## config.mk

```make
export PLATFORM = sky130hd
export DESIGN_NAME = pwrModeCtrl
export DESIGN_NICKNAME = d
export VERILOG_FILES = /design/src/rtl/pwrPkg.sv /design/src/rtl/pwrDatapath.sv /design/src/rtl/pwrControl.sv /design/src/rtl/pwrModeCtrl.sv
export SDC_FILE = /design/constraint.sdc
export NUM_CORES = 1
export LEC_CHECK = 0
export CORE_UTILIZATION = 40
export DETAILED_ROUTE_END_ITERATION = 8
export GPL_TIMING_DRIVEN = 0
export PLACE_DENSITY = 0.76
export SYNTH_ARGS = -nofsm -noshare
export SYNTH_HDL_FRONTEND = slang
export SYNTH_SLANG_ARGS = --single-unit
```

## constraint.sdc

```tcl
create_clock -name clk -period 1.77 [get_ports clk]
set_input_delay 0.354 -clock clk [delete_from_list [all_inputs] [get_ports clk]]
set_output_delay 0.354 -clock clk [all_outputs]
set_load 0.01 [all_outputs]
```

## src/rtl/pwrPkg.sv

```systemverilog
package pwrPkg;

  typedef enum logic [1:0] {
    ST_ACTIVE     = 2'd0,
    ST_IDLE       = 2'd1,
    ST_PD_STOP    = 2'd2,
    ST_PD_RESTART = 2'd3
  } pwrState_t;

  // strobes from control to datapath
  typedef struct packed {
    logic trackLoad;   // entering restart phase
    logic trackRun;    // in restart phase
    logic rstRun;      // in idle, count reset-pin hold
    logic wakeLoad;    // emit wake pulse
    logic wakeFromPd;  // wake source comes from restart tracking
  } ctrlStrobe_t;

  // status from datapath to control
  typedef struct packed {
    logic stabDone;
    logic rstHeld;
    logic relSeen;
    logic pdPinLow;
    logic idleIrq;
  } dpStatus_t;

  localparam logic [1:0] SRC_INT0  = 2'd0;
  localparam logic [1:0] SRC_INT1  = 2'd1;
  localparam logic [1:0] SRC_OTHER = 2'd2;

  function automatic logic [1:0] pickPin(input logic [1:0] lowMask,
                                         input logic p0, input logic p1);
    if (lowMask == 2'b11) return (p1 && !p0) ? SRC_INT1 : SRC_INT0;
    else if (lowMask[0]) return SRC_INT0;
    else return SRC_INT1;
  endfunction

endpackage

```

## src/rtl/pwrDatapath.sv

```systemverilog
module pwrDatapath
  import pwrPkg::*;
#(
  parameter int STAB_CYCLES = 16,
  parameter int RST_HOLD    = 24
) (
  input  logic        clk,
  input  logic        rstN,
  input  ctrlStrobe_t strobe,
  input  logic        rstPin,
  input  logic        int0N,
  input  logic        int1N,
  input  logic        ex0En,
  input  logic        ex1En,
  input  logic        px0,
  input  logic        px1,
  input  logic        otherIrq,
  output dpStatus_t   status,
  output logic        wakeValid,
  output logic [1:0]  wakeSrc
);
  localparam int CNT_W = $clog2(STAB_CYCLES + 1);
  localparam int RST_W = (RST_HOLD > 1) ? $clog2(RST_HOLD) : 1;
  localparam logic [CNT_W-1:0] CNT_LAST = CNT_W'(STAB_CYCLES);
  localparam logic [RST_W-1:0] RST_LAST = RST_W'(RST_HOLD - 1);

  logic [CNT_W-1:0] stabCnt;
  logic [RST_W-1:0] rstCnt;
  logic [1:0]       lowMask;
  logic             relSeen;
  logic [1:0]       pinLow;
  logic [1:0]       idleSrc;

  assign pinLow = {ex1En && !int1N, ex0En && !int0N};

  always_comb begin
    if (pinLow != 2'b00) idleSrc = pickPin(pinLow, px0, px1);
    else                 idleSrc = SRC_OTHER;
  end

  assign status.stabDone = (stabCnt == CNT_LAST);
  assign status.rstHeld  = rstPin && (rstCnt == RST_LAST);
  assign status.relSeen  = relSeen;
  assign status.pdPinLow = |pinLow;
  assign status.idleIrq  = (|pinLow) || otherIrq;

  // restart-phase tracking: stabilization count, low pins, release
  always_ff @(posedge clk or negedge rstN) begin
    if (!rstN) begin
      stabCnt <= '0;
      lowMask <= '0;
      relSeen <= 1'b0;
    end else if (strobe.trackLoad) begin
      stabCnt <= '0;
      lowMask <= pinLow;
      relSeen <= 1'b0;
    end else if (strobe.trackRun) begin
      if (stabCnt != CNT_LAST) stabCnt <= stabCnt + 1'b1;
      relSeen <= relSeen || ((lowMask & {int1N, int0N}) != 2'b00);
      lowMask <= lowMask | pinLow;
    end
  end

  // reset-pin hold counter while idle
  always_ff @(posedge clk or negedge rstN) begin
    if (!rstN)                                    rstCnt <= '0;
    else if (strobe.rstRun && rstPin && !status.rstHeld) rstCnt <= rstCnt + 1'b1;
    else                                          rstCnt <= '0;
  end

  // wake indication
  always_ff @(posedge clk or negedge rstN) begin
    if (!rstN) begin
      wakeValid <= 1'b0;
      wakeSrc   <= SRC_INT0;
    end else begin
      wakeValid <= strobe.wakeLoad;
      if (strobe.wakeLoad)
        wakeSrc <= strobe.wakeFromPd ? pickPin(lowMask, px0, px1) : idleSrc;
    end
  end
endmodule

```

## src/rtl/pwrControl.sv

```systemverilog
module pwrControl
  import pwrPkg::*;
(
  input  logic        clk,
  input  logic        rstN,
  input  dpStatus_t   status,
  input  logic        pconWe,
  input  logic        pconIdle,
  input  logic        pconPd,
  input  logic        rstPin,
  output ctrlStrobe_t strobe,
  output logic        cpuClkEn,
  output logic        periphClkEn,
  output logic        oscEn,
  output logic        strobeHold,
  output logic        idleBit,
  output logic        pdBit
);
  pwrState_t state, nextState;

  always_comb begin
    nextState = state;
    strobe    = '0;
    unique case (state)
      ST_ACTIVE: begin
        if (pconWe && pconPd)        nextState = ST_PD_STOP;
        else if (pconWe && pconIdle) nextState = ST_IDLE;
      end
      ST_IDLE: begin
        strobe.rstRun = 1'b1;
        if (status.rstHeld) nextState = ST_ACTIVE;
        else if (status.idleIrq) begin
          nextState       = ST_ACTIVE;
          strobe.wakeLoad = 1'b1;
        end
      end
      ST_PD_STOP: begin
        if (rstPin) nextState = ST_ACTIVE;
        else if (status.pdPinLow) begin
          nextState        = ST_PD_RESTART;
          strobe.trackLoad = 1'b1;
        end
      end
      ST_PD_RESTART: begin
        strobe.trackRun = 1'b1;
        if (rstPin) nextState = ST_ACTIVE;
        else if (status.stabDone && status.relSeen) begin
          nextState         = ST_ACTIVE;
          strobe.wakeLoad   = 1'b1;
          strobe.wakeFromPd = 1'b1;
        end
      end
      default: nextState = ST_ACTIVE;
    endcase
  end

  always_ff @(posedge clk or negedge rstN) begin
    if (!rstN) state <= ST_ACTIVE;
    else       state <= nextState;
  end

  assign cpuClkEn    = (state == ST_ACTIVE);
  assign periphClkEn = (state == ST_ACTIVE) || (state == ST_IDLE);
  assign oscEn       = (state != ST_PD_STOP);
  assign strobeHold  = (state != ST_ACTIVE);
  assign idleBit     = (state == ST_IDLE);
  assign pdBit       = (state == ST_PD_STOP) || (state == ST_PD_RESTART);
endmodule

```

## src/rtl/pwrModeCtrl.sv

```systemverilog
module pwrModeCtrl
  import pwrPkg::*;
#(
  parameter int STAB_CYCLES = 16,
  parameter int RST_HOLD    = 24
) (
  input  logic       clk,
  input  logic       rstN,
  input  logic       pconWe,
  input  logic       pconIdle,
  input  logic       pconPd,
  input  logic       rstPin,
  input  logic       int0N,
  input  logic       int1N,
  input  logic       ex0En,
  input  logic       ex1En,
  input  logic       px0,
  input  logic       px1,
  input  logic       otherIrq,
  output logic       cpuClkEn,
  output logic       periphClkEn,
  output logic       oscEn,
  output logic       strobeHold,
  output logic       idleBit,
  output logic       pdBit,
  output logic       wakeValid,
  output logic [1:0] wakeSrc
);
  ctrlStrobe_t strobe;
  dpStatus_t   status;

  pwrControl u_ctrl (
    .clk(clk), .rstN(rstN), .status(status),
    .pconWe(pconWe), .pconIdle(pconIdle), .pconPd(pconPd), .rstPin(rstPin),
    .strobe(strobe), .cpuClkEn(cpuClkEn), .periphClkEn(periphClkEn),
    .oscEn(oscEn), .strobeHold(strobeHold), .idleBit(idleBit), .pdBit(pdBit)
  );

  pwrDatapath #(.STAB_CYCLES(STAB_CYCLES), .RST_HOLD(RST_HOLD)) u_dp (
    .clk(clk), .rstN(rstN), .strobe(strobe), .rstPin(rstPin),
    .int0N(int0N), .int1N(int1N), .ex0En(ex0En), .ex1En(ex1En),
    .px0(px0), .px1(px1), .otherIrq(otherIrq),
    .status(status), .wakeValid(wakeValid), .wakeSrc(wakeSrc)
  );
endmodule

```

==> parameters.txt <==
Parameter                              Value

Detailed routing
  Vias per Instance    5.25
  Post-detailed-route wirelength per cell    12.1 µm
  Sum of routed wire length over all layers    1860 µm
  First-iteration detailed-routing DRC count    15
  Count of nets left with antenna violations after detail routing    0
  Drt pass-1 iters    4
  Post-detailed-route DRC marker count    0
  Total via count after detailed routing    809

Synth
  Synth top cells by count    sky130_fd_sc_hd__dfrtp_1 (18), sky130_fd_sc_hd__nor2_1 (12), sky130_fd_sc_hd__nand2_1 (10), sky130_fd_sc_hd__nor2b_1 (6)
  Share of flip-flops with an asynchronous set or reset    100%
  Yosys warning total    0
  Xor/xnor share of the synthesized area    6.35%
  Share of synthesized area occupied by flip-flops and latches    46.6%
  Syn avg cell area    9.56 µm²
  Gate count after technology mapping    101
  Primary flip-flop cell chosen by synthesis mapping    sky130_fd_sc_hd__dfrtp_1
  Leading cell types by total area after synthesis    sky130_fd_sc_hd__dfrtp_1 (47%), sky130_fd_sc_hd__nor2_1 (4.7%), sky130_fd_sc_hd__ha_1 (3.9%)
  Synthesized-area fraction occupied by ao, oa, aoi and oai cells    13.0%
  Simple-Gate Fraction of Synth Area    22.4%
  Most common cell in the netlist    sky130_fd_sc_hd__dfrtp_1
  EDFF count, synth    0
  Adder and majority cell fraction of the synthesized area    3.89%
  Proportion of netlist area held by the largest area contributor    46.6%
  Syn Std Cell Area    966 µm²
  Number of register bits inferred by synthesis    18
  Cell type with the highest aggregate area in the netlist    sky130_fd_sc_hd__dfrtp_1
  Combinational family with the most area after synthesis    simple AND/OR/NAND/NOR gates
  Net Count, Synth    117
  Number of unique standard cell types used by synthesis    31
  Proportion of synthesized area in mux cells    4.40%

Placement
  Placed Instances    150
  HPWL after detailed placement    1460 µm
  Weighted congestion at the end of routability-driven global placement    0.785
  Port-buffer cells    21

Setup path
  Critical path capture point type    flip-flop
  Startpoint class of the critical path    input pin
  Critical setup path kind    in -> reg
  Family of cells with the greatest summed delay on the critical path    buffers and inverters
  Cell Chain, Critical Path    clkdlybuf4s50_1 > nor2b_1 > nor3_1 > a221oi_2 > mux2_1
  Data arrival, critical path    1910 ps
  Required time of the worst setup path    1950 ps
  Slowest cell on the critical path    sky130_fd_sc_hd__clkdlybuf4s50_1
  Worst path bufs/invs    1
  Peak per-stage delay on the critical path    470 ps
  Max Fanout on Critical Path    5

Run
  Number of max-cap violations    0

Clock tree
  CTS clock-pin slew for the worst setup and hold paths    90 ps
  TritonCTS clock tree    done
  CTS max path bufs    2
  Clock root buffer    sky130_fd_sc_hd__clkbuf_4
  Number of buffers created by CTS    3
  Num Clock Sinks    18
  CTS Hold Bufs    0
  Later-pin clock latency in the skew report    290 ps
  H-tree depth    1

Power
  Clock share of power    12.7%
  Worst vdd rail ir drop    781 µV
  Power density of the placed cells    1230 nW/µm²
  Proportion of power drawn by flip-flops and latches    42.0%
  Reported leakage power    0.578 nW
  P_int    0.00100 W
  Fraction of power consumed by combinational cells    45.3%
  Net switching fraction of the power    35.6%
  P_sw    0.000554 W

Global route
  Wire length of the first global-routing pass    3170 µm
  Via count of the first global-routing pass    778
  Antenna violations before repair    0
  Largest net degree at the start of global routing    19
  Global-route usage over all layers    16.7%
  Remaining global-route overflow    0

STA
  Final Setup Violations    0
  Achievable clock frequency    578 MHz
  Worst-margin pin slew    775 ps
  Total count of hold-check failures in the final report    0
  Slew Limit Fails    0
  Headroom to the max-slew limit    48.1%
  Unrepaired setup endpoints after global routing    true
  Final setup TNS    0 ps
  Period utilisation layout    97.8%
  Worst clock skew    2.99 ps
  Tmin final    1730 ps

Finish
  Fraction of layout instances using a drive strength above 1    10.3%
  Antenna Diode Count    0
  Area added between synthesis and finish    30.7%
  Non-filler cells in the finished layout    154
  Final layout net count    144
  Count of filler cells inserted in the layout    228

Floorplan
  Core region area    2250 µm²
  Overall die area    2620 µm²
  # IOs    22
  Initial cell density of the core    42.8%
  FP Rows    17
  Chip Width    51.1 µm
  Die Y    51.1 µm

Status
  Status    finished, final reports clean

Hold path
  Min-delay worst type    reg -> reg
[repair_timing]
action	CTS	global route
pin swaps	0	1
endpoints found under the hold margin	0	0
gates resized for setup	10	4
cloned	0	0
setup buffers	0	1
setup endpoints to repair	6	3
[layer usage]
layer  GRT usage, %  share of wire, %  vias up  wire length (µm)
met3           6.55               5.1        7                95
met5              0                 0        -                 0
met2           27.6                46       22               855
met4           5.56               2.0        0                38
li1               -                 -      398                 -
met1           19.6                47      382               867
[cells by family after synthesis]
group | count (synthesis)
simple gates | 43
buf+inv | 8
compound gates | 18
flops | 18
mux | 4
fa+ha+maj | 3
xor+xnor | 7
[layout by cell type, fill, tap and decap left out, drive strengths merged, types with 3 or more instances in the layout]
| cell type | Yosys | layout |
|---|---|---|
| a21oi | 3 | 3 |
| buf | 2 | 3 |
| clkbuf | 1 | 4 |
| clkdlybuf4s50 | 0 | 15 |
| dfrtp | 18 | 18 |
| dlygate4sd2 | 0 | 5 |
| ha | 3 | 3 |
| inv | 5 | 5 |
| nand2 | 10 | 10 |
| nand3 | 5 | 5 |
| nor2 | 12 | 12 |
| nor2b | 6 | 6 |
| o21ai | 7 | 7 |
| xnor2 | 3 | 3 |
| xor2 | 4 | 4 |
[flip-flops by register name (all words and copies together), names as in the netlist]
name            count
u_ctrl.state        2
u_dp.relSeen        1
u_dp.stabCnt        5
u_dp.wakeSrc        2
u_dp.lowMask        2
u_dp.wakeValid      1
u_dp.rstCnt         5
[area by class of cell]
class / instances / area [µm²] / share of cell area (%)
multi-input cells: 75 / 499 / 39.5
flip-flops and latches: 18 / 450 / 35.7
repair buffers: 22 / 214 / 16.9
well taps: 28 / 35.0 / 2.78
clock buffers: 3 / 22.5 / 1.78
plain buffers: 3 / 22.5 / 1.78
inverters: 5 / 18.8 / 1.49
[worst paths after layout]
check,start,to,slack (ps),cells past startpoint
worst max-delay path,ex0En,u_ctrl.state[0],40,5
worst min-delay path,u_dp.rstCnt[0],u_dp.rstCnt[0],460,1
worst max register to register,u_dp.rstCnt[0],u_ctrl.state[0],70,5
worst min register to register,u_dp.rstCnt[0],u_dp.rstCnt[0],460,1
max in group asynchronous,rstN,u_dp.stabCnt[0],780,1
min in group asynchronous,rstN,u_dp.rstCnt[0],510,1
[power by group through the flow]
stage	clock, W	sequential, W	combinational [W]
6_report	0.000198	0.000653	0.000706
2_1_floorplan	0	0.000648	0.000411
3_5_place_dp	0	0.000658	0.000690
5_1_grt	0.000221	0.000672	0.000781
3_3_place_gp	0	0.000647	0.000679
4_1_cts	0.000206	0.000653	0.000687
[metrics by stage]
| stage | area [µm²] | utilization (%) | total power [W] | setup WS [ps] | hold slack [ps] |
|---|---|---|---|---|---|
| after floorplan | 966 | - | 0.00106 | 159 | 58.4 |
| after global placement | 1210 | 53.7 | 0.00133 | -260 | 452 |
| after detailed placement | 1210 | 53.7 | 0.00135 | -271 | 456 |
| after CTS | 1240 | 55.1 | 0.00155 | 5.38 | 470 |
| after global routing | 1260 | 56.0 | 0.00167 | -38.4 | 491 |
| final | 1260 | 56.0 | 0.00156 | 39.1 | 465 |
No activity file was read; power rests on OpenSTA's default activity.
